## config.mk

```make
export PLATFORM = sky130hd
export DESIGN_NAME = dbuf_dma_chan
export DESIGN_NICKNAME = d
export VERILOG_FILES = /design/src/rtl/dbdma_pkg.sv /design/src/rtl/dbdma_desc.sv /design/src/rtl/dbdma_ctrl.sv /design/src/rtl/dbuf_dma_chan.sv
export SDC_FILE = /design/constraint.sdc
export NUM_CORES = 1
export LEC_CHECK = 0
export ABC_AREA = 1
export BUFFER_PORTS_ARGS = -buffer_cell sky130_fd_sc_hd__buf_2
export CAP_MARGIN = 20
export CORE_ASPECT_RATIO = 1.25
export CORE_MARGIN = 4
export CORE_UTILIZATION = 50
export DETAILED_ROUTE_END_ITERATION = 8
export PLACE_DENSITY = 0.8
export SLEW_MARGIN = 10
export SYNTH_ARGS = -nofsm -noshare
export SYNTH_HDL_FRONTEND = slang
export SYNTH_SLANG_ARGS = --single-unit
```

## constraint.sdc

```tcl
create_clock -name clk -period 2.65 [get_ports clk]
set_input_delay 0.53 -clock clk [delete_from_list [all_inputs] [get_ports clk]]
set_output_delay 0.53 -clock clk [all_outputs]
set_load 0.05 [all_outputs]
```

## src/rtl/dbdma_pkg.sv

```systemverilog
// Shared offsets, mode bit positions and helpers for the ping-pong DMA channel.
package dbdma_pkg;
    localparam int REG_AW = 5;

    localparam logic [REG_AW-1:0] OFF_MODE_SET = 5'h00;
    localparam logic [REG_AW-1:0] OFF_MODE_CLR = 5'h04;
    localparam logic [REG_AW-1:0] OFF_FIFO     = 5'h08;
    localparam logic [REG_AW-1:0] OFF_D0_ADDR  = 5'h0C;
    localparam logic [REG_AW-1:0] OFF_D0_CNT   = 5'h10;
    localparam logic [REG_AW-1:0] OFF_D1_ADDR  = 5'h14;
    localparam logic [REG_AW-1:0] OFF_D1_CNT   = 5'h18;

    localparam int B_EN0   = 0;
    localparam int B_DONE0 = 1;
    localparam int B_EN1   = 2;
    localparam int B_DONE1 = 3;
    localparam int B_CUR   = 4;
    localparam int B_RUN   = 5;
    localparam int B_HALT  = 6;
    localparam int B_IE    = 7;
    localparam int B_WLO   = 9;
    localparam int B_WHI   = 10;
    localparam int B_DIR   = 12;

    // Bits software may both set and clear.
    localparam logic [31:0] SW_MASK = 32'h000F_96A5;

    // Bytes per beat for a unit size code.
    function automatic logic [2:0] unit_bytes(input logic [1:0] code);
        case (code)
            2'd0:    return 3'd1;
            2'd1:    return 3'd2;
            default: return 3'd4;
        endcase
    endfunction
endpackage

```

## src/rtl/dbdma_desc.sv

```systemverilog
// One descriptor: current address and remaining count.
// Assumes software writes take priority over a same-cycle beat step.
module dbdma_desc #(
    parameter int AW = 32,
    parameter int CW = 16
) (
    input  logic          clk,
    input  logic          rst_n,
    input  logic          addr_we,
    input  logic [AW-1:0] addr_wdata,
    input  logic          cnt_we,
    input  logic [CW-1:0] cnt_wdata,
    input  logic          step,
    input  logic [2:0]    step_bytes,
    output logic [AW-1:0] addr_q,
    output logic [CW-1:0] cnt_q
);
    // Address register: load from software or advance per beat.
    always_ff @(posedge clk) begin
        if (!rst_n)       addr_q <= '0;
        else if (addr_we) addr_q <= addr_wdata;
        else if (step)    addr_q <= addr_q + AW'(step_bytes);
    end

    // Count register: load from software or decrement per beat.
    always_ff @(posedge clk) begin
        if (!rst_n)      cnt_q <= '0;
        else if (cnt_we) cnt_q <= cnt_wdata;
        else if (step)   cnt_q <= cnt_q - CW'(1);
    end

    a_r2_count_load: assert property (@(posedge clk) disable iff (!rst_n)
        cnt_we |=> cnt_q == $past(cnt_wdata));
    a_r5_count_step: assert property (@(posedge clk) disable iff (!rst_n)
        (step && !cnt_we) |=> cnt_q == $past(cnt_q) - CW'(1));
endmodule

```

## src/rtl/dbdma_ctrl.sv

```systemverilog
// Mode register (set/clear write ports) and beat sequencer.
// Assumes one outstanding beat; hardware done-set wins over a software
// clear in the same cycle, and a software enable-set wins over the
// hardware enable-clear.
module dbdma_ctrl
    import dbdma_pkg::*;
#(
    parameter int CW = 16
) (
    input  logic          clk,
    input  logic          rst_n,
    input  logic          set_we,
    input  logic          clr_we,
    input  logic [31:0]   wdata,
    input  logic [CW-1:0] cnt_cur,
    input  logic          mem_ack,
    output logic [31:0]   mode,
    output logic          busy_q,
    output logic          cur_q,
    output logic          step
);
    logic [31:0] cfg_q, cfg_nxt;
    logic [1:0]  done_q, done_nxt;
    logic        run, en_cur, fin, start;

    assign run    = cfg_q[B_RUN];
    assign en_cur = cur_q ? cfg_q[B_EN1] : cfg_q[B_EN0];
    assign step   = busy_q && mem_ack;
    assign fin    = (step && cnt_cur == CW'(1)) ||
                    (!busy_q && run && en_cur && cnt_cur == '0);
    assign start  = !busy_q && run && en_cur && cnt_cur != '0;

    // Next control bits: hardware enable clear, then software set/clear.
    always_comb begin
        cfg_nxt = cfg_q;
        if (fin) cfg_nxt[cur_q ? B_EN1 : B_EN0] = 1'b0;
        if (set_we) cfg_nxt = cfg_nxt | (wdata & SW_MASK);
        if (clr_we) cfg_nxt = cfg_nxt & ~(wdata & SW_MASK);
    end

    // Next done flags: software clear, then hardware set.
    always_comb begin
        done_nxt = done_q;
        if (clr_we) done_nxt = done_nxt & ~{wdata[B_DONE1], wdata[B_DONE0]};
        if (fin) done_nxt[cur_q] = 1'b1;
    end

    // State update for control, flags, current descriptor and beat.
    always_ff @(posedge clk) begin
        if (!rst_n) begin
            cfg_q  <= '0;
            done_q <= '0;
            cur_q  <= 1'b0;
            busy_q <= 1'b0;
        end else begin
            cfg_q  <= cfg_nxt;
            done_q <= done_nxt;
            if (fin) cur_q <= !cur_q;
            busy_q <= busy_q ? !mem_ack : start;
        end
    end

    // Mode read-back with hardware status folded in.
    always_comb begin
        mode          = cfg_q;
        mode[B_DONE0] = done_q[0];
        mode[B_DONE1] = done_q[1];
        mode[B_CUR]   = cur_q;
        mode[B_HALT]  = !run && !busy_q;
    end

    a_r4_req_held: assert property (@(posedge clk) disable iff (!rst_n)
        (busy_q && !mem_ack) |=> busy_q);
    a_r9_no_new_beat: assert property (@(posedge clk) disable iff (!rst_n)
        (!cfg_q[B_RUN] && !busy_q) |=> !busy_q);
    a_r6_switch_marks_done: assert property (@(posedge clk) disable iff (!rst_n)
        (cur_q != $past(cur_q)) |-> done_q[$past(cur_q)]);
endmodule

```

## src/rtl/dbuf_dma_chan.sv

```systemverilog
// Ping-pong DMA channel top: register decode, two descriptors, sequencer.
// Assumes reg_rdata is read combinationally for the presented offset.
module dbuf_dma_chan
    import dbdma_pkg::*;
#(
    parameter int AW = 32,
    parameter int CW = 16
) (
    input  logic          clk,
    input  logic          rst_n,
    input  logic          reg_we,
    input  logic [4:0]    reg_addr,
    input  logic [31:0]   reg_wdata,
    output logic [31:0]   reg_rdata,
    output logic          mem_req,
    input  logic          mem_ack,
    output logic          mem_wr,
    output logic [1:0]    mem_size,
    output logic [AW-1:0] mem_addr,
    output logic [AW-1:0] dev_addr,
    output logic          dev_stb,
    output logic          irq
);
    localparam int NDESC = 2;

    logic [31:0]   mode;
    logic          busy, cur, step;
    logic [AW-1:0] fifo_q;
    logic [AW-1:0] d_addr [NDESC];
    logic [CW-1:0] d_cnt  [NDESC];

    dbdma_ctrl #(.CW(CW)) i_ctrl (
        .clk     (clk),
        .rst_n   (rst_n),
        .set_we  (reg_we && reg_addr == OFF_MODE_SET),
        .clr_we  (reg_we && reg_addr == OFF_MODE_CLR),
        .wdata   (reg_wdata),
        .cnt_cur (d_cnt[cur]),
        .mem_ack (mem_ack),
        .mode    (mode),
        .busy_q  (busy),
        .cur_q   (cur),
        .step    (step)
    );

    for (genvar i = 0; i < NDESC; i++) begin : g_desc
        localparam logic [4:0] A_OFF = (i == 0) ? OFF_D0_ADDR : OFF_D1_ADDR;
        localparam logic [4:0] C_OFF = (i == 0) ? OFF_D0_CNT  : OFF_D1_CNT;
        dbdma_desc #(.AW(AW), .CW(CW)) i_desc (
            .clk        (clk),
            .rst_n      (rst_n),
            .addr_we    (reg_we && reg_addr == A_OFF),
            .addr_wdata (reg_wdata[AW-1:0]),
            .cnt_we     (reg_we && reg_addr == C_OFF),
            .cnt_wdata  (reg_wdata[CW-1:0]),
            .step       (step && (cur == 1'(i))),
            .step_bytes (unit_bytes(mode[B_WHI:B_WLO])),
            .addr_q     (d_addr[i]),
            .cnt_q      (d_cnt[i])
        );
    end

    // Device FIFO address register.
    always_ff @(posedge clk) begin
        if (!rst_n) fifo_q <= '0;
        else if (reg_we && reg_addr == OFF_FIFO) fifo_q <= reg_wdata[AW-1:0];
    end

    // Register read multiplexer.
    always_comb begin
        case (reg_addr)
            OFF_MODE_SET: reg_rdata = mode;
            OFF_FIFO:     reg_rdata = 32'(fifo_q);
            OFF_D0_ADDR:  reg_rdata = 32'(d_addr[0]);
            OFF_D0_CNT:   reg_rdata = 32'(d_cnt[0]);
            OFF_D1_ADDR:  reg_rdata = 32'(d_addr[1]);
            OFF_D1_CNT:   reg_rdata = 32'(d_cnt[1]);
            default:      reg_rdata = '0;
        endcase
    end

    assign mem_req  = busy;
    assign mem_addr = d_addr[cur];
    assign mem_wr   = mode[B_DIR];
    assign mem_size = mode[B_WHI:B_WLO];
    assign dev_addr = fifo_q;
    assign dev_stb  = step;
    assign irq      = mode[B_IE] && (mode[B_DONE0] || mode[B_DONE1]);

    a_r8_irq_clear: assert property (@(posedge clk) disable iff (!rst_n)
        (reg_we && reg_addr == OFF_MODE_CLR && reg_wdata[B_IE] && !reg_wdata[B_DONE0]
         && !reg_wdata[B_DONE1] && !mem_req) |=> !irq);
endmodule

```

==> flow_summary_export.csv <==
group,metric,value,unit
die,pin_count,143,
worst_setup_path,cp_max_fo,10,
routing,first_pass_iters,7,
place,dpl_cell_area,10800,um^2
global_route,grt-ovfl-total,0,
worst_setup_path,cp.required,2.12,ns
sta,worst_pin_slew,0.567,ns
power,p_per_area,449,nW/um^2
clock_network,cts_made_buffers,17,
sta,final.setup_skew,0.00960,ns
clock_network,clkLatencyLatePin,0.43,ns
final_layout,layout.nets,1799,
place,dp_hpwl,30700,um
global_route,grt_util_met2,59.1,%
clock_network,clkTransAtPathRegs,0.06,ns
routing,totalWireLength,40200,um
global_route,first_global_vias,11000,
final_layout,drive_gt1_share,14.3,%
final_layout,multi_input_area,5670,um^2
sta,max_freq,0.391,GHz
global_route,top_usage_layer,"met2",
final_layout,syn2layout_area_growth,17.5,%
die,dieArea,21800,um^2
global_route,grt_use_met1,42.4,%
sta,min_period,2.56,ns
yosys,synth_area_leaders,"dfxtp_1 30%, nand2_1 17%, inv_1 8.6%",
yosys,synth_top_family_by_area,"simple AND/OR/NAND/NOR gates",
yosys,yosys.area.top_type,"dfxtp_1",
yosys,syn-num-nets,1663,
global_route,grt_antenna_before_repair,0,
yosys,synth-simple-area-share,32.7,%
yosys,netlist_instances,1612,
sta,slew_headroom,62.2,%
die,fp.coreArea,19000,um^2
sta,setup_viol,0,
die,die_y,164,um
sta,tns,0,ns
yosys,syn_avg_cell_area,6.04,um^2
final_layout,fillCellCount,1871,
die,die_x,133,um
yosys,syn_area,9740,um^2
die,initial_core_util,51.3,%
sta,rsz0062_at_grt,"false",
yosys,ys_seq_elements,144,
worst_hold_path,hp-class,"input port to flip-flop",
clock_network,cts_root_buffer,"clkbuf_16",
place,port_buffers,142,
yosys,synth_xor_xnor_area_share,3.51,%
sta,drv_slew,0,
clock_network,cts_buffer_depth,2,
global_route,grtUsageMet3,7.14,%
routing,drtIter0Drc,1502,
final_layout,fin_area,11400,um^2
yosys,synth_adder_area_share,1.44,%
place,dp_slack,0.145,ns
yosys,synth_most_common_cell,"nand2_1",
yosys,ys.flop_type,"dfxtp_1",
yosys,synth_common_cells,"446 x nand2_1, 223 x inv_1, 171 x nor2_1, 144 x dfxtp_1, 127 x a21oi_1",
clock_network,cts_hold_buffers,0,
clock_network,post_cts_buffers,0,
routing,viasPerCell,5.86,
clock_network,cts_max_level,4,
power,power.leakage,4.94,nW
die,core.rowCount,56,
yosys,yosysWarningCount,0,
routing,drc_errors,0,
worst_setup_path,start_kind,"input port",
final_layout,antennaDiodeCount,0,
clock_network,cts_tree,"built",
status,status,"finished clean",
yosys,synth_edf_count,0,
power,power,5.14,mW
yosys,synth_async_sr_flop_share,0,%
final_layout,utilization,60.3,%
global_route,grt_usage,35.9,%
sta,timing.hold.ws,0.370,ns
place,dp_cells,1990,
routing,vias,11800,
worst_setup_path,end_kind,"primary output",
global_route,grt_max_degree,63,
power,peakVddDrop,0.445,mV
yosys,synth_seq_area_share,29.6,%
sta,setup_slack,0.0931,ns
worst_setup_path,worstPathArrival,2.03,ns
yosys,ys_types,43,
yosys,synth.mux.area_fraction,0,%
yosys,synth_top_area_share,29.6,%
clock_network,cts-resized-gates,0,
yosys,synth_compound_area_share,20.5,%
clock_network,cts_num_sinks,144,
sta,hold_violations,0,
final_layout,fin_cells,2021,
run,drv_cap,0,
global_route,grt_first_pass_wirelength,60700,um
final_layout,regArea,2880,um^2
worst_setup_path,worstSetupPathType,"input port to primary output",
place,globalplace.congestion,1.02,
sta,fin_crit_sh,96.5,%
routing,drt-wirelength-per-cell,19.9,um
routing,ant_nets,0,
## cells in the final DEF (no fill, tap or decap), drive strengths merged
master    synthesis  routed
o221ai           22      22
o21ai           122     122
a211oi            1       1
o31ai             1       1
and2              1       1
clkinvlp          0       2
nor3             13      13
a31oi            22      22
nand4            15      15
clkbuf           33      22
nor3b             1       1
nand3            87      87
clkinv            2       6
a221oi            1       1
dfxtp           144     144
buf              33     183
inv             232     232
o2111ai           4       4
a21oi           127     127
o211ai            8       8
xor2             37      37
xnor2             2       2
nor2            185     185
o22ai            48      48
fa                2       2
nand2           455     455
ha                8       8
nand3b            3       3
nor4              1       1
or2               2       2
bufinv            0       3
## where the power goes
group          total (mW)  internal (mW)  switching, mW  leakage [nW]
Sequential           2.20           2.18         0.0222          1.16
Clock                2.54           1.55          0.989         0.292
Combinational       0.399          0.102          0.297          3.49
## flip-flops by register name, summed over array words and instances, names as in the netlist, named ones only
signal                flops
dev_addr                 32
i_ctrl.cur_q              1
g_desc.i_desc.addr_q     64
g_desc.i_desc.cnt_q      32
i_ctrl.done_q             2
i_ctrl.busy_q             1
i_ctrl.cfg_q              2
## per-layer routing
layer  wire (um)  up-vias
li1            -     5517
met3        4310      195
met1       14600     5323
met5           0        -
met4        3300        0
met2       18000      802
## logic make-up (layout without fill, tap and decap cells)
group | after synthesis | count (layout)
buffers and inverters | 300 | 448
DFF | 144 | 144
AOI/OAI and AO/OA | 356 | 356
xor gates and xnor gates | 39 | 39
and+or+nand+nor | 763 | 763
adders and majority gates | 10 | 10
## cell type report
type / instances / area share, %
well taps: 261 / 2.85
multi-input cells: 1168 / 49.5
inverters: 234 / 7.68
repair buffers: 183 / 9.44
clock inverters: 9 / 1.16
clock buffers: 22 / 4.14
flip-flops and latches: 144 / 25.2
## worst paths after layout
path	startpoint	endpoint	slack [ns]	cells past startpoint
max reg2reg	flip-flop	g_desc[1].i_desc.addr_q[24]$_SDFFE_PN0P_	0.21	14
min	reg_wdata[18]	flip-flop	0.37	3
min reg2reg	dev_addr[16]$_SDFFE_PN0P_	dev_addr[16]$_SDFFE_PN0P_	0.48	2
max	reg_addr[1]	reg_rdata[15]	0.09	9
## critical path, stage by stage
cell	delay [ns]
buf_2	0.11
nor2_4	0.12
nand2_1	0.11
nor2_4	0.10
clkinv_1	0.27
o22ai_1	0.36
a21oi_1	0.07
nand2_1	0.09
buf_2	0.26
(Power assumes the default switching activity.)
